[config.mk]
export PLATFORM = sky130hd
export DESIGN_NAME = edo_strobe_decoder
export DESIGN_NICKNAME = d
export VERILOG_FILES = /design/src/rtl/edo_strobe_pkg.sv /design/src/rtl/edo_strobe_sampler.sv /design/src/rtl/edo_refresh_ctr.sv /design/src/rtl/edo_cycle_fsm.sv /design/src/rtl/edo_strobe_decoder.sv
export SDC_FILE = /design/constraint.sdc
export NUM_CORES = 1
export LEC_CHECK = 0
export BUFFER_PORTS_ARGS = -buffer_cell sky130_fd_sc_hd__buf_2
export CORE_MARGIN = 1
export CORE_UTILIZATION = 50
export CTS_CLUSTER_SIZE = 20
export DETAILED_ROUTE_END_ITERATION = 10
export GPL_TIMING_DRIVEN = 0
export PLACE_DENSITY = 0.78
export SLEW_MARGIN = 20
export SYNTH_ARGS = -nofsm -noshare
export SYNTH_HDL_FRONTEND = slang
export SYNTH_SLANG_ARGS = --single-unit
[constraint.sdc]
create_clock -name clk -period 1.55 [get_ports clk]
set_clock_uncertainty 0.15 [all_clocks]
set_input_delay 0.31 -clock clk [delete_from_list [all_inputs] [get_ports clk]]
set_output_delay 0.31 -clock clk [all_outputs]
set_load 0.02 [all_outputs]
[src/rtl/edo_strobe_pkg.sv]
package edo_strobe_pkg;

    typedef enum logic [2:0] {
        ST_IDLE,
        ST_ROW,
        ST_COL,
        ST_PAGE,
        ST_CBR,
        ST_SELF
    } dec_state_e;

    typedef enum logic [2:0] {
        CY_NONE     = 3'd0,
        CY_READ     = 3'd1,
        CY_EARLY_WR = 3'd2,
        CY_LATE_WR  = 3'd3,
        CY_RAS_ONLY = 3'd4,
        CY_CBR      = 3'd5,
        CY_HIDDEN   = 3'd6,
        CY_SELF     = 3'd7
    } cyc_kind_e;

    typedef struct packed {
        logic ras;
        logic cas;
        logic we;
        logic oe;
    } strobes_t;

endpackage

[src/rtl/edo_strobe_sampler.sv]
module edo_strobe_sampler
    import edo_strobe_pkg::*;
#(
    parameter int ADDR_W = 11
) (
    input  logic              clk,
    input  logic              rst_n,
    input  logic              ras_n,
    input  logic              cas_n,
    input  logic              we_n,
    input  logic              oe_n,
    input  logic [ADDR_W-1:0] addr,
    output strobes_t          cur,
    output logic [ADDR_W-1:0] addr_q,
    output logic              ras_fall,
    output logic              ras_rise,
    output logic              cas_fall,
    output logic              cas_rise,
    output logic              we_fall
);

    strobes_t prv;

    always_ff @(posedge clk) begin
        if (!rst_n) begin
            cur    <= '1;
            prv    <= '1;
            addr_q <= '0;
        end else begin
            cur    <= '{ras: ras_n, cas: cas_n, we: we_n, oe: oe_n};
            prv    <= cur;
            addr_q <= addr;
        end
    end

    assign ras_fall = prv.ras  & ~cur.ras;
    assign ras_rise = ~prv.ras & cur.ras;
    assign cas_fall = prv.cas  & ~cur.cas;
    assign cas_rise = ~prv.cas & cur.cas;
    assign we_fall  = prv.we   & ~cur.we;

endmodule

[src/rtl/edo_refresh_ctr.sv]
module edo_refresh_ctr #(
    parameter int ROW_W = 11,
    parameter int ROWS  = 2048
) (
    input  logic             clk,
    input  logic             rst_n,
    input  logic             inc,
    output logic [ROW_W-1:0] cnt
);

    localparam logic [ROW_W-1:0] LAST = ROW_W'(ROWS - 1);

    always_ff @(posedge clk) begin
        if (!rst_n) begin
            cnt <= '0;
        end else if (inc) begin
            cnt <= (cnt == LAST) ? '0 : cnt + 1'b1;
        end
    end

endmodule

[src/rtl/edo_cycle_fsm.sv]
module edo_cycle_fsm
    import edo_strobe_pkg::*;
#(
    parameter int ADDR_W   = 11,
    parameter int COL_W    = 10,
    parameter int SREF_CYC = 10000
) (
    input  logic              clk,
    input  logic              rst_n,
    input  strobes_t          cur,
    input  logic [ADDR_W-1:0] addr_q,
    input  logic              ras_fall,
    input  logic              ras_rise,
    input  logic              cas_fall,
    input  logic              cas_rise,
    input  logic              we_fall,
    input  logic [ADDR_W-1:0] ref_cnt,
    output logic              ref_inc,
    output logic              row_stb,
    output logic [ADDR_W-1:0] row_addr,
    output logic              col_stb,
    output logic [COL_W-1:0]  col_addr,
    output logic              rd_stb,
    output logic              wr_stb,
    output logic              ref_stb,
    output logic [ADDR_W-1:0] ref_row,
    output logic              self_ref,
    output logic              dq_oe,
    output cyc_kind_e         cyc
);

    localparam int SR_W = $clog2(SREF_CYC + 1);
    localparam logic [SR_W-1:0] SR_LAST = SR_W'(SREF_CYC - 1);

    dec_state_e      st, st_n;
    logic [SR_W-1:0] sref_cnt;
    logic            data_on, don_n;
    logic            col_rd;
    logic            col_evt;

    assign col_evt = (st == ST_ROW || st == ST_PAGE) && !ras_rise && cas_fall;
    assign ref_inc = (st == ST_IDLE) && ras_fall && !cur.cas;

    // next state
    always_comb begin
        st_n = st;
        unique case (st)
            ST_IDLE: if (ras_fall) st_n = cur.cas ? ST_ROW : ST_CBR;
            ST_ROW:  if (ras_rise) st_n = ST_IDLE; else if (cas_fall) st_n = ST_COL;
            ST_COL:  if (ras_rise) st_n = ST_IDLE; else if (cas_rise) st_n = ST_PAGE;
            ST_PAGE: if (ras_rise) st_n = ST_IDLE; else if (cas_fall) st_n = ST_COL;
            ST_CBR:  if (ras_rise) st_n = ST_IDLE; else if (sref_cnt == SR_LAST) st_n = ST_SELF;
            ST_SELF: if (ras_rise) st_n = ST_IDLE;
            default: st_n = ST_IDLE;
        endcase
    end

    // read-data hold window
    always_comb begin
        don_n = data_on;
        if (we_fall)                 don_n = 1'b0;
        else if (col_evt)            don_n = cur.we;
        else if (cur.ras && cur.cas) don_n = 1'b0;
    end

    // state register
    always_ff @(posedge clk) begin
        if (!rst_n) st <= ST_IDLE;
        else        st <= st_n;
    end

    // outputs
    always_ff @(posedge clk) begin
        if (!rst_n) begin
            row_stb  <= 1'b0;
            row_addr <= '0;
            col_stb  <= 1'b0;
            col_addr <= '0;
            rd_stb   <= 1'b0;
            wr_stb   <= 1'b0;
            ref_stb  <= 1'b0;
            ref_row  <= '0;
            self_ref <= 1'b0;
            dq_oe    <= 1'b0;
            data_on  <= 1'b0;
            col_rd   <= 1'b0;
            sref_cnt <= '0;
            cyc      <= CY_NONE;
        end else begin
            row_stb  <= 1'b0;
            col_stb  <= 1'b0;
            rd_stb   <= 1'b0;
            wr_stb   <= 1'b0;
            ref_stb  <= 1'b0;
            data_on  <= don_n;
            dq_oe    <= don_n && !cur.oe;
            sref_cnt <= (st == ST_CBR && st_n == ST_CBR) ? sref_cnt + 1'b1 : '0;
            unique case (st)
                ST_IDLE: begin
                    if (ras_fall && cur.cas) begin
                        row_stb  <= 1'b1;
                        row_addr <= addr_q;
                        cyc      <= CY_NONE;
                    end else if (ras_fall) begin
                        ref_stb <= 1'b1;
                        ref_row <= ref_cnt;
                        cyc     <= data_on ? CY_HIDDEN : CY_CBR;
                    end
                end
                ST_ROW: begin
                    if (ras_rise) begin
                        ref_stb <= 1'b1;
                        ref_row <= row_addr;
                        cyc     <= CY_RAS_ONLY;
                    end
                end
                ST_COL: begin
                    if (!ras_rise && we_fall && col_rd) begin
                        wr_stb <= 1'b1;
                        col_rd <= 1'b0;
                        cyc    <= CY_LATE_WR;
                    end
                end
                ST_PAGE: begin
                end
                ST_CBR: begin
                    if (st_n == ST_SELF) begin
                        self_ref <= 1'b1;
                        cyc      <= CY_SELF;
                    end
                end
                ST_SELF: begin
                    if (ras_rise) self_ref <= 1'b0;
                end
                default: begin
                end
            endcase
            if (col_evt) begin
                col_stb  <= 1'b1;
                col_addr <= addr_q[COL_W-1:0];
                col_rd   <= cur.we;
                rd_stb   <= cur.we;
                wr_stb   <= !cur.we;
                cyc      <= cur.we ? CY_READ : CY_EARLY_WR;
            end
        end
    end

endmodule

[src/rtl/edo_strobe_decoder.sv]
module edo_strobe_decoder
    import edo_strobe_pkg::*;
#(
    parameter int ADDR_W   = 11,
    parameter int COL_W    = 10,
    parameter int REF_ROWS = 2048,
    parameter int SREF_CYC = 10000
) (
    input  logic              clk,
    input  logic              rst_n,
    input  logic              ras_n,
    input  logic              cas_n,
    input  logic              we_n,
    input  logic              oe_n,
    input  logic [ADDR_W-1:0] addr,
    output logic              row_stb,
    output logic [ADDR_W-1:0] row_addr,
    output logic              col_stb,
    output logic [COL_W-1:0]  col_addr,
    output logic              rd_stb,
    output logic              wr_stb,
    output logic              ref_stb,
    output logic [ADDR_W-1:0] ref_row,
    output logic              self_ref,
    output logic              dq_oe,
    output logic [2:0]        cyc_kind
);

    strobes_t          cur;
    logic [ADDR_W-1:0] addr_q;
    logic              ras_fall, ras_rise, cas_fall, cas_rise, we_fall;
    logic [ADDR_W-1:0] ref_cnt;
    logic              ref_inc;
    cyc_kind_e         cyc;

    edo_strobe_sampler #(.ADDR_W(ADDR_W)) u_samp (
        .clk(clk), .rst_n(rst_n),
        .ras_n(ras_n), .cas_n(cas_n), .we_n(we_n), .oe_n(oe_n), .addr(addr),
        .cur(cur), .addr_q(addr_q),
        .ras_fall(ras_fall), .ras_rise(ras_rise),
        .cas_fall(cas_fall), .cas_rise(cas_rise), .we_fall(we_fall)
    );

    edo_refresh_ctr #(.ROW_W(ADDR_W), .ROWS(REF_ROWS)) u_rctr (
        .clk(clk), .rst_n(rst_n), .inc(ref_inc), .cnt(ref_cnt)
    );

    edo_cycle_fsm #(.ADDR_W(ADDR_W), .COL_W(COL_W), .SREF_CYC(SREF_CYC)) u_fsm (
        .clk(clk), .rst_n(rst_n), .cur(cur), .addr_q(addr_q),
        .ras_fall(ras_fall), .ras_rise(ras_rise),
        .cas_fall(cas_fall), .cas_rise(cas_rise), .we_fall(we_fall),
        .ref_cnt(ref_cnt), .ref_inc(ref_inc),
        .row_stb(row_stb), .row_addr(row_addr),
        .col_stb(col_stb), .col_addr(col_addr),
        .rd_stb(rd_stb), .wr_stb(wr_stb),
        .ref_stb(ref_stb), .ref_row(ref_row),
        .self_ref(self_ref), .dq_oe(dq_oe), .cyc(cyc)
    );

    assign cyc_kind = cyc;

endmodule

==> flow_summary.yaml <==
synth:
  async_reset_ff_share_pct: 0
  syn-instance-count: 384
  synth-main-ff-cell: "dfxtp_1"
  synth_area_leader_cell: "dfxtp_1"
  yosysTopAreaCellShare_pct: 50.1
  syn_avg_cell_area_sq_um: 9.36
  synth-seq-cells: 90
  synth-edff-count: 0
  ys_top_cells_by_area: "dfxtp_1 50%, mux2i_1 5.8%, nor2_1 5.1%"
  syn_nets: 403
  ys_warn_count: 0
  yosysSeqAreaShare_pct: 50.1
  syn-cell-area_sq_mm: 0.00359
  synthDistinctLibCells: 52
sta:
  worstMarginPinSlew_ns: 0.798
  min_period_over_period_pct: 118
  finalMaxSlewViolations: 0
  setup_violations: 50
  worst_slack_ns: -0.275
  hold_viol: 0
  timing.fmax_mhz: 548
  hold_ws_ns: 0.00661
  rsz0062_at_grt: "yes"
  slew_headroom_pct: 46.8
  period_needed_ns: 1.83
setup_path:
  cp.arrival_ns: 1.93
  crit_path_end_kind: "flip-flop"
  critPathMaxFanout: 6
  worstPathRequired_ns: 1.66
  worst-setup-path-type: "reg -> reg"
  r2r_cells: 7
  critPathLaunchType: "flip-flop"
  r2r-end: "u_fsm.cyc[0]"
  r2r-start: "u_fsm.sref_cnt[1]"
  reg2reg_slack_ns: -0.28
worst_hold_path:
  min_to: "u_samp.addr_q[6]"
  hold_depth: 2
  hold_path.class: "in -> reg"
  min_from: "addr[6]"
final_layout:
  finalNonFillerCells: 607
  ff_latch_area_sq_mm: 0.00185
  final_area_sq_mm: 0.00541
  fin_util_pct: 78.7
  num-fill-cells: 418
  nNetsFinal: 525
  post_route_cells_drive_above_1_share_pct: 48.1
  areaGrowthSynthToFinish_pct: 50.4
  antenna-diode-count: 0
  multi_input_area_sq_mm: 0.00219
die:
  die_h_um: 86.8
  initial_core_util_pct: 52.3
  row_count: 30
  dieWidth_um: 86.8
  fp.coreArea_sq_mm: 0.00687
  num_io_pins: 59
  design.die.area_sq_mm: 0.00753
cts:
  root_buffer: "clkbuf_8"
  clkSlewWorstSetupHoldPaths_ns: 0.09
  htree_levels: 3
  cts_buffers: 9
  cts_tree: "done"
  cts.sink_count: 90
  cts_buffer_depth: 2
  insertion_delay_ns: 0.37
grt:
  gr-total-overflow: 0
  antenna_found_initial: 0
  track_usage_pct: 29.0
  grt_pass1_vias: 3290
  grt_pass1_wl_mm: 16.5
  grt_max_degree: 17
placed_design:
  gp_congestion: 0.871
  port-buffer-count: 58
  dpl_cell_area_sq_mm: 0.00406
  dp_hpwl_mm: 5.69
  placed_cells: 538
pwr:
  power_frac_clock_pct: 38.6
  p_int_mw: 3.59
  combPwrFrac_pct: 11.2
  p_per_area_mw_per_mm2: 896
  design_power_total_mw: 4.85
  ir_worst_vdd_mv: 0.830
  p_sw_share_pct: 25.9
  seqPwrFrac_pct: 50.2
  p_leak_nw: 2.23
  p_switching_mw: 1.26
drt:
  drt_iter0_drc: 178
  routed_wl_mm: 11.7
  vias: 3448
  drt_pass1_iterations: 5
  routedWlPerCell_um: 19.2
  via_per_inst: 5.68
  antenna_left: 0
  drc: 0
outcome:
  status: "finished with violations"
  violations: "setup timing"
flow_run:
  cap_violations: 0
layout make-up:
class                   instances  area share (%)
plain buffers                  16            2.78
clock buffers                  10            2.55
clock inverters                 6            1.76
inverters                       5           0.393
multi-input cells             269            40.5
flip-flops and latches         90            34.2
well taps                      96            2.22
repair buffers                115            15.6
power by group through the flow:
| stage | logic (mW) | registers (mW) | clock network, mW |
|---|---|---|---|
| 2_1_floorplan | 0.203 | 2.51 | 0 |
| 3_3_place_gp | 0.343 | 2.47 | 0 |
| 3_5_place_dp | 0.350 | 2.48 | 0 |
| 4_1_cts | 0.471 | 2.42 | 1.86 |
| 5_1_grt | 0.571 | 2.44 | 1.99 |
| 6_report | 0.541 | 2.43 | 1.87 |
cells in the mapped netlist, types with 2 or more instances:
master and number:
and3_1 7, mux2i_1 21, nand4b_1 2, buf_4 3, a21boi_0 3, nand2_1 40, inv_1 4, nand3b_1 2
xor2_1 7, a211oi_1 12, a21oi_1 25, nor4b_1 2, clkbuf_1 6, nand3_1 10, or3_1 5, nand2b_1 8
nor2_1 49, nand4_1 6, o21ai_0 9, xnor2_1 11, nor4_1 4, dfxtp_1 90, and2_1 13, and4_1 4
buf_2 10, ha_1 2, nor3_1 2, a31oi_1 3
cells by family (layout without fill, tap and decap cells):
logic type	count (synthesis)	after routing	synth area share [%]
mux	21	21	5.85
buf+inv	25	152	3.48
simple gates	166	166	24.5
compound gates	62	62	10.9
fa+ha+maj	2	2	0.696
flops	90	90	50.1
xor+xnor	18	18	4.39
how the worst max path moves through the flow:
stage	endpoint	from	slack [ns]	cells past startpoint
6_report	u_fsm.cyc[0]	u_fsm.sref_cnt[1]	-0.28	7
4_1_cts	u_fsm.cyc[1]	u_fsm.sref_cnt[1]	-0.20	6
3_3_place_gp	u_fsm.cyc[1]	u_fsm.sref_cnt[6]	-0.30	5
5_1_grt	u_fsm.cyc[0]	u_fsm.sref_cnt[1]	-0.33	7
2_1_floorplan	u_fsm.cyc[1]	u_fsm.sref_cnt[1]	-0.06	6
3_5_place_dp	u_fsm.cyc[1]	u_fsm.sref_cnt[6]	-0.29	5
per-layer routing:
metal / global-route usage, % / up-vias / share of wire, %
met2: 52.8 / 154 / 54
met3: 6.67 / 39 / 5.3
met4: 10.0 / 0 / 3.4
li1: - / 1583 / -
met5: 0 / - / 0
met1: 33.1 / 1672 / 37
placed cells by master, fill, tap and decap left out, types with 3 or more instances in the layout:
master / instances
a211oi_2: 11
dfxtp_1: 69
dfxtp_4: 9
mux2i_1: 11
nand2_1: 36
nand3_2: 4
buf_4: 30
xor2_1: 7
nand2b_1: 7
and2_1: 13
dlygate4sd3_1: 9
or3_1: 3
clkbuf_1: 6
clkbuf_8: 10
nand2_2: 3
inv_1: 3
buf_8: 3
mux2i_2: 6
mux2i_4: 4
o21ai_0: 7
nor2_4: 13
buf_12: 5
nor2_1: 29
a21oi_2: 10
buf_6: 19
dfxtp_2: 12
xnor2_1: 10
nand3_1: 6
nand4_1: 6
inv_6: 3
and4_1: 3
and3_1: 5
buf_2: 59
a21oi_1: 15
nor2_2: 9
nor4_4: 3
stage by stage:
step,worst slack (ns),TNS [ns]
5_1_grt,-0.333,-9.17
6_report,-0.275,-7.17
3_3_place_gp,-0.296,-8.37
4_1_cts,-0.198,-2.39
3_5_place_dp,-0.293,-10.34
2_1_floorplan,-0.0646,-0.0927
flip-flops by register name (all words and copies together), names as in the netlist:
| name | count |
|---|---|
| u_samp.prv | 3 |
| u_fsm.rd_stb | 1 |
| u_fsm.data_on | 1 |
| u_fsm.ref_stb | 1 |
| u_samp.cur | 4 |
| u_samp.addr_q | 11 |
| u_fsm.dq_oe | 1 |
| u_fsm.sref_cnt | 14 |
| u_fsm.col_addr | 10 |
| u_fsm.self_ref | 1 |
| u_fsm.col_rd | 1 |
| u_fsm.row_addr | 11 |
| u_fsm.row_stb | 1 |
| u_fsm.st | 3 |
| u_fsm.ref_row | 11 |
| u_fsm.cyc | 3 |
| u_fsm.wr_stb | 1 |
| u_fsm.col_stb | 1 |
| u_rctr.cnt | 11 |
what timing repair did:
| action | in CTS | in global routing |
|---|---|---|
| pin swaps | 42 | 30 |
| hold buffers | 8 | 1 |
| resized for setup | 105 | 73 |
| hold endpoints to repair | 8 | 1 |
| endpoints found under the setup margin | 63 | 63 |
| setup buffers | 30 | 14 |
| cloned | 4 | 1 |
worst max-delay path, cell delays in order (launching register included):
cell      delay (ns)
dfxtp_2         0.36
ha_4            0.14
and3_4          0.19
nand4b_1        0.20
o21bai_4        0.28
buf_4           0.15
and4_1          0.20
nor3_1          0.05
No activity file was read; power rests on OpenSTA's default activity.
